--- src/rtl/tdm_deser_pkg.sv ---
package tdm_deser_pkg;

   typedef enum logic [1:0] {
      FMT_TDM    = 2'b00,
      FMT_LINE20 = 2'b01,
      FMT_LINE24 = 2'b10,
      FMT_ALT    = 2'b11
   } fmt_e;

   function automatic logic fmt_is_line(input fmt_e f);
      return (f == FMT_LINE20) || (f == FMT_LINE24);
   endfunction

   function automatic logic fmt_is_short(input fmt_e f);
      return f == FMT_LINE20;
   endfunction

endpackage

--- src/rtl/tdm_frame_sync.sv ---
module tdm_frame_sync (
   input  logic clk,
   input  logic rst_n,
   input  logic fsync,
   output logic start
);
   logic fsync_q;

   always_ff @(posedge clk or negedge rst_n) begin
      if (!rst_n) fsync_q <= 1'b0;
      else        fsync_q <= fsync;
   end

   assign start = fsync & ~fsync_q;
endmodule

--- src/rtl/tdm_slot_seq.sv ---
module tdm_slot_seq
   import tdm_deser_pkg::*;
#(
   parameter int NCH       = 8,
   parameter int FRAME_LEN = 256,
   parameter int TDM_SLOT  = 32,
   parameter int SAMPLE_W  = 24,
   parameter int SHORT_W   = 20
) (
   input  logic                   clk,
   input  logic                   rst_n,
   input  logic                   start,
   input  fmt_e                   fmt_in,
   output logic                   cap_en,
   output logic                   cap_last,
   output logic                   cap_short,
   output logic [$clog2(NCH)-1:0] cap_chan,
   output logic                   frame_end,
   output logic                   overrun
);
   localparam int CW   = $clog2(NCH);
   localparam int PW   = $clog2(FRAME_LEN);
   localparam int BW   = $clog2(TDM_SLOT);
   localparam int HALF = FRAME_LEN / 2;

   localparam logic [PW-1:0] POS_LAST   = PW'(FRAME_LEN - 1);
   localparam logic [PW-1:0] HALF_LAST  = PW'(HALF - 1);
   localparam logic [BW-1:0] TDM_LAST   = BW'(TDM_SLOT - 1);
   localparam logic [BW-1:0] L24_LAST   = BW'(SAMPLE_W - 1);
   localparam logic [BW-1:0] L20_LAST   = BW'(SHORT_W - 1);
   localparam logic [CW-1:0] HALF_SLOTS = CW'(NCH / 2);

   logic          active_q, half_q;
   logic [PW-1:0] pos_q;
   logic [BW-1:0] bit_q;
   logic [CW-1:0] slot_q;
   fmt_e          fmt_q;

   logic          live, half_n, line, shrt;
   logic [PW-1:0] pos_n;
   logic [BW-1:0] bit_n, slot_last, data_last;
   logic [CW-1:0] slot_n;
   fmt_e          fmt_n;

   always_comb begin
      live      = start | active_q;
      pos_n     = start ? '0   : pos_q;
      bit_n     = start ? '0   : bit_q;
      slot_n    = start ? '0   : slot_q;
      half_n    = start ? 1'b0 : half_q;
      fmt_n     = start ? fmt_in : fmt_q;
      line      = fmt_is_line(fmt_n);
      shrt      = fmt_is_short(fmt_n);
      slot_last = line ? (shrt ? L20_LAST : L24_LAST) : TDM_LAST;
      data_last = shrt ? L20_LAST : L24_LAST;
      cap_en    = live && (bit_n <= data_last) && (!line || (slot_n < HALF_SLOTS));
      cap_last  = cap_en && (bit_n == data_last);
      cap_short = shrt;
      cap_chan  = line ? {slot_n[CW-2:0], half_n} : slot_n;
      frame_end = live && (pos_n == POS_LAST);
      overrun   = start & active_q;
   end

   always_ff @(posedge clk or negedge rst_n) begin
      if (!rst_n) begin
         active_q <= 1'b0;
         pos_q    <= '0;
         bit_q    <= '0;
         slot_q   <= '0;
         half_q   <= 1'b0;
         fmt_q    <= FMT_TDM;
      end else if (live) begin
         pos_q    <= pos_n + 1'b1;
         active_q <= (pos_n != POS_LAST);
         fmt_q    <= fmt_n;
         if (line && (pos_n == HALF_LAST)) begin
            bit_q  <= '0;
            slot_q <= '0;
            half_q <= 1'b1;
         end else if (bit_n == slot_last) begin
            bit_q  <= '0;
            slot_q <= slot_n + 1'b1;
            half_q <= half_n;
         end else begin
            bit_q  <= bit_n + 1'b1;
            slot_q <= slot_n;
            half_q <= half_n;
         end
      end
   end
endmodule

--- src/rtl/tdm_sample_bank.sv ---
module tdm_sample_bank #(
   parameter int NCH      = 8,
   parameter int SAMPLE_W = 24,
   parameter int SHORT_W  = 20,
   parameter bit HOLD_OUT = 1'b1
) (
   input  logic                    clk,
   input  logic                    rst_n,
   input  logic                    sdata,
   input  logic                    cap_en,
   input  logic                    cap_last,
   input  logic                    cap_short,
   input  logic [$clog2(NCH)-1:0]  cap_chan,
   input  logic                    commit,
   output logic [NCH*SAMPLE_W-1:0] samples
);
   localparam int CW  = $clog2(NCH);
   localparam int PAD = SAMPLE_W - SHORT_W;

   logic [SAMPLE_W-1:0] sh_q, shifted, word;

   assign shifted = {sh_q[SAMPLE_W-2:0], sdata};
   assign word    = cap_short ? {shifted[SHORT_W-1:0], {PAD{1'b0}}} : shifted;

   always_ff @(posedge clk or negedge rst_n) begin
      if (!rst_n)      sh_q <= '0;
      else if (cap_en) sh_q <= shifted;
   end

   for (genvar g = 0; g < NCH; g++) begin : g_lane
      logic [SAMPLE_W-1:0] work_q;

      always_ff @(posedge clk or negedge rst_n) begin
         if (!rst_n)                                  work_q <= '0;
         else if (cap_last && (cap_chan == CW'(g)))   work_q <= word;
      end

      if (HOLD_OUT) begin : g_hold
         logic [SAMPLE_W-1:0] out_q;
         always_ff @(posedge clk or negedge rst_n) begin
            if (!rst_n)      out_q <= '0;
            else if (commit) out_q <= work_q;
         end
         assign samples[g*SAMPLE_W +: SAMPLE_W] = out_q;
      end else begin : g_direct
         assign samples[g*SAMPLE_W +: SAMPLE_W] = work_q;
      end
   end
endmodule

--- src/rtl/tdm_deser.sv ---
module tdm_deser
   import tdm_deser_pkg::*;
#(
   parameter int NCH       = 8,
   parameter int SAMPLE_W  = 24,
   parameter int SHORT_W   = 20,
   parameter int TDM_SLOT  = 32,
   parameter int FRAME_LEN = NCH * TDM_SLOT
) (
   input  logic                    bclk,
   input  logic                    rst_n,
   input  logic                    fsync,
   input  logic                    sdata,
   input  logic [1:0]              fmt_i,
   output logic [NCH*SAMPLE_W-1:0] samples_o,
   output logic                    frame_valid_o,
   output logic                    frame_err_o
);
   localparam int CW = $clog2(NCH);

   initial begin
      assert (FRAME_LEN == NCH * TDM_SLOT) else $error("frame length must equal NCH slots");
      assert (NCH >= 2 && NCH % 2 == 0)    else $error("channel count must be even");
      assert (SAMPLE_W <= TDM_SLOT)        else $error("sample wider than slot");
      assert (SHORT_W < SAMPLE_W)          else $error("short width must be narrower");
      assert ((NCH / 2) * SAMPLE_W <= FRAME_LEN / 2) else $error("half too short");
      assert ((FRAME_LEN / 2) / SHORT_W < NCH) else $error("slot index overflow");
   end

   logic          start, cap_en, cap_last, cap_short, frame_end, overrun;
   logic [CW-1:0] cap_chan;
   logic          valid_q, err_q;

   tdm_frame_sync u_sync (
      .clk   (bclk),
      .rst_n (rst_n),
      .fsync (fsync),
      .start (start)
   );

   tdm_slot_seq #(
      .NCH(NCH), .FRAME_LEN(FRAME_LEN), .TDM_SLOT(TDM_SLOT),
      .SAMPLE_W(SAMPLE_W), .SHORT_W(SHORT_W)
   ) u_seq (
      .clk       (bclk),
      .rst_n     (rst_n),
      .start     (start),
      .fmt_in    (fmt_e'(fmt_i)),
      .cap_en    (cap_en),
      .cap_last  (cap_last),
      .cap_short (cap_short),
      .cap_chan  (cap_chan),
      .frame_end (frame_end),
      .overrun   (overrun)
   );

   tdm_sample_bank #(
      .NCH(NCH), .SAMPLE_W(SAMPLE_W), .SHORT_W(SHORT_W), .HOLD_OUT(1'b1)
   ) u_bank (
      .clk       (bclk),
      .rst_n     (rst_n),
      .sdata     (sdata),
      .cap_en    (cap_en),
      .cap_last  (cap_last),
      .cap_short (cap_short),
      .cap_chan  (cap_chan),
      .commit    (frame_end),
      .samples   (samples_o)
   );

   always_ff @(posedge bclk or negedge rst_n) begin
      if (!rst_n) begin
         valid_q <= 1'b0;
         err_q   <= 1'b0;
      end else begin
         valid_q <= frame_end;
         err_q   <= err_q | overrun;
      end
   end

   assign frame_valid_o = valid_q;
   assign frame_err_o   = err_q;
endmodule

--- config.mk ---
export PLATFORM = sky130hd
export DESIGN_NAME = tdm_deser
export DESIGN_NICKNAME = d
export VERILOG_FILES = /design/src/rtl/tdm_deser_pkg.sv /design/src/rtl/tdm_frame_sync.sv /design/src/rtl/tdm_slot_seq.sv /design/src/rtl/tdm_sample_bank.sv /design/src/rtl/tdm_deser.sv
export SDC_FILE = /design/constraint.sdc
export NUM_CORES = 1
export LEC_CHECK = 0
export BUFFER_PORTS_ARGS = -buffer_cell sky130_fd_sc_hd__clkbuf_2
export CORE_ASPECT_RATIO = 0.8
export CORE_MARGIN = 3
export CORE_UTILIZATION = 40
export DETAILED_ROUTE_END_ITERATION = 10
export MAX_ROUTING_LAYER = met4
export PLACE_DENSITY = 0.55
export SETUP_SLACK_MARGIN = 0.3
export SLEW_MARGIN = 0
export SYNTH_ARGS = -nofsm -noshare
export SYNTH_HDL_FRONTEND = slang
export SYNTH_SLANG_ARGS = --single-unit
--- constraint.sdc ---
create_clock -name bclk -period 4.2 [get_ports bclk]
set_input_delay 0 -clock bclk [delete_from_list [all_inputs] [get_ports bclk]]
set_output_delay 0 -clock bclk [all_outputs]
set_load 0.02 [all_outputs]
==> out/metrics.cfg <==
[run_status]
outcome=finished clean

[setup_path]
cp_max_fanout=23
cp_data_required_time_ps=4630
worst_r2r_endpoint=u_bank.sh_q[21]$_DFFE_PN0P_
worstSetupStartpointType=flop
reg2reg_depth=8
ff2ff_setup_slack_ps=1020
path_class=flop to flop
nature_of_the_critical_path_endpoint=flop
timing.critical_path.arrival_ps=3600
r2r_start=u_sync.fsync_q$_DFF_PN0_

[layout]
area.growth.synth_to_final_pct=18.4
drive_above_1_share_pct=56.8
num-nets-final=1284
final_design_utilization_pct=48.7
antennaDiodeCount=0
multi_input_area_sq_um=5790
seqCellArea_sq_um=10800
filler_cell_count_in_the_final_layout=3597
stdcell_count=1850

[logic_synthesis]
yosys_register_bits=430
netlist_instances=1040
async_reset_ff_share_pct=100
syn_nets=1052
avgSynthCellArea_sq_um=16.3
ys_warn_count=0
mapped_cell_area_sq_um=16900
synth-edff-count=0
netlist-cell-type-count=47
dominantRegCellSynth=dfrtp_1
synth_sequential_area_ratio_pct=63.5

[power]
power_frac_comb_pct=7.7
cellPowerDensity_nw_per_um2=444
power.share.switching_pct=24.5
clock_power_share_pct=43.3
static-leakage-power_nw=10.4
cell_internal_pwr_mw=6.74
total_switching_power_mw=2.18
peakVddDrop_mv=0.326
p_seq_share_pct=49.0

[floorplan]
placement_rows=66
core_area_sq_um=41200
floorplan.initialDensity_pct=41.1
floorplan.die.height_microns=190
die_w_microns=236
die_area_sq_um=44900
ioPinCount=200

[timing]
period_needed_ps=3180
relSlewSlack_pct=32.5
max_clock_freq_mhz=315
final-max-slew-violation-count=0
finalSetupViolations=0
clock_skew_after_layout_ps=12.9
final_min_period_over_clock_period_pct=75.7
worstMarginPinSlew_ps=1010
hold_violations=0
setup_repair_after_global_routing_missed_its_margin=false
setup_tns_ps=0
postLayoutSetupSlackWorst_ps=1020

[global_route]
largest_net_degree_at_the_start_of_global_routing=124
via_count_of_the_first_global_routing_pass=9869
groute.usage.overall_pct=17.9
grt_antenna_before_repair=0
grt_pass1_wl_mm=60.8
global_route.overflow_total=0

[route]
drtIter0Drc=484
ant_nets=0
drt-wirelength-per-cell_microns=20.9
firstDrtPassIters=4
residual_drc_count=0
routed-via-count=9347
viasPerCell=5.05
postRouteWirelength_mm=38.6

[cts]
tritoncts=built
htree_levels=2
ctsRootBufferMaster=clkbuf_16
tritoncts.num_buffers=44
numClockSinks=430
cts-root-to-sink-buffers=3
clock_edge_transition_at_the_registers_on_the_reported_setup_and_hold_paths_ps=60
insertion_delay_ps=550

[job]
max_cap_viols=0

[placement]
weighted_congestion_reported_at_the_end_of_routability_driven_placement=0.782
cell_total_after_placement=1765
hpwlAfterDp_mm=24.9
post_place_setup_slack_ps=1030
buffer_ports.inserted=199

[min_path]
min_path_type=primary input to asynchronous set/reset pin

==> Yosys cell counts, types with 2 or more instances <==
library cell / n / area [sq um]
buf_4: 8 / 60.1
buf_6: 19 / 214
a21o_1: 2 / 15.0
nand4_1: 6 / 37.5
buf_1: 2 / 7.51
nor4_4: 8 / 170
ha_1: 6 / 75.1
nand3_1: 7 / 35.0
and3b_1: 2 / 17.5
a21oi_1: 2 / 10.0
inv_1: 6 / 22.5
mux2_1: 8 / 90.1
nand2_1: 19 / 71.3
buf_2: 14 / 70.1
a211oi_1: 3 / 22.5
xnor2_1: 5 / 43.8
mux2_2: 421 / 4740
nor2b_1: 7 / 43.8
xor2_1: 4 / 35.0
and3_1: 2 / 12.5
nand2b_1: 2 / 12.5
dfrtp_1: 430 / 10800
clkbuf_1: 7 / 26.3
o31ai_1: 3 / 22.5
nor2_1: 7 / 26.3
o21ai_0: 12 / 60.1
and2_1: 7 / 43.8
nor3b_1: 2 / 15.0
==> power groups by stage <==
| stage | Clock, mW | Sequential, mW | Combinational (mW) |
|---|---|---|---|
| 2_1_floorplan | 0 | 4.41 | 0.367 |
| 3_3_place_gp | 0 | 4.45 | 0.690 |
| 3_5_place_dp | 0 | 4.45 | 0.697 |
| 4_1_cts | 3.98 | 4.37 | 0.705 |
| 5_1_grt | 4.16 | 4.39 | 0.754 |
| 6_report | 3.86 | 4.37 | 0.684 |
==> metal layers <==
layer  part of all wire (%)  global-route usage, %
met3                    3.9                   3.28
met4                    1.3                   3.34
met5                      0                      -
met2                     45                   26.5
met1                     50                   26.2
==> area by class of cell <==
class / instances / share of cell area (%)
inverter: 7 / 0.156
clock inverter: 11 / 0.343
tap: 544 / 3.39
timing repair buffer: 236 / 6.77
sequential: 430 / 53.6
multi-input combinational: 553 / 28.9
clock buffer: 69 / 6.86
==> what timing repair did <==
item	in CTS	in global routing
setup endpoints to repair	0	0
buffers inserted	0	0
endpoints found under the hold margin	155	0
hold buffers	5	0
gates resized for setup	0	0
==> worst max path at each step <==
stage                                  start  slack, ps  cells past startpoint                                      end
floorplan           u_sync.fsync_q$_DFF_PN0_       1060                     12  u_bank.g_lane[3].work_q[10]$_DFFE_PN0P_
global placement    u_sync.fsync_q$_DFF_PN0_       1080                      8              u_bank.sh_q[18]$_DFFE_PN0P_
finish              u_sync.fsync_q$_DFF_PN0_       1020                      8              u_bank.sh_q[21]$_DFFE_PN0P_
detailed placement  u_sync.fsync_q$_DFF_PN0_       1030                      8              u_bank.sh_q[21]$_DFFE_PN0P_
CTS                 u_sync.fsync_q$_DFF_PN0_       1010                      8              u_bank.sh_q[21]$_DFFE_PN0P_
global route        u_sync.fsync_q$_DFF_PN0_        790                      8              u_bank.sh_q[21]$_DFFE_PN0P_
==> cell families (layout without fill, tap and decap cells) <==
kind of cell,count (synthesis),after routing,share of synthesized area (%)
AOI/OAI and AO/OA,29,29,1.23
muxes,431,431,28.7
and+or+nand+nor,77,77,3.22
adders and majority gates,6,6,0.443
DFF,430,430,63.5
buffers and inverters,57,323,2.39
xor gates and xnor gates,10,10,0.561
==> flip-flops by register name, summed over array words and instances (netlist names) <==
name	count
frame_err_o	1
u_seq.fmt_q	2
frame_valid_o	1
u_bank.sh_q	23
u_seq.slot_q	3
u_bank.g_lane.g_hold.out_q	192
u_bank.g_lane.work_q	192
u_seq.bit_q	5
u_seq.half_q	1
u_sync.fsync_q	1
u_seq.pos_q	8
u_seq.active_q	1
==> placed cells by master (no fill, tap or decap), types with 4 or more instances in the layout <==
cell type / n
clkinv_2: 9
mux2_2: 421
dlygate4sd3_1: 5
o21ai_0: 12
clkbuf_1: 9
dfrtp_1: 430
xnor2_1: 5
inv_1: 6
nor2_1: 7
nand2_1: 19
nor2b_1: 7
xor2_1: 4
ha_1: 6
clkbuf_8: 14
nand3_1: 6
buf_4: 27
and2_1: 7
clkbuf_2: 198
buf_12: 5
mux2_1: 8
nor4_4: 8
clkbuf_16: 46
nand4_1: 6
==> per-stage QoR <==
| stage | power (mW) | hold WS, ps | area, sq um |
|---|---|---|---|
| global route | 9.30 | 50.0 | 20100 |
| CTS | 9.06 | 30.6 | 20100 |
| global placement | 5.14 | 25.0 | 18600 |
| detailed placement | 5.14 | 23.6 | 18600 |
| finish | 8.92 | 16.6 | 20100 |
| floorplan | 4.78 | -296 | 16900 |
==> critical path, stage by stage, from the launching register on <==
cell      delay (ps)
dfrtp_1          370
nand2b_1         280
nand2_1          150
nand2_1           90
ha_1             430
nand2b_1         230
a21oi_4          500
a221o_2          590
mux2_2           400
Power figures use the tool's default switching activity.
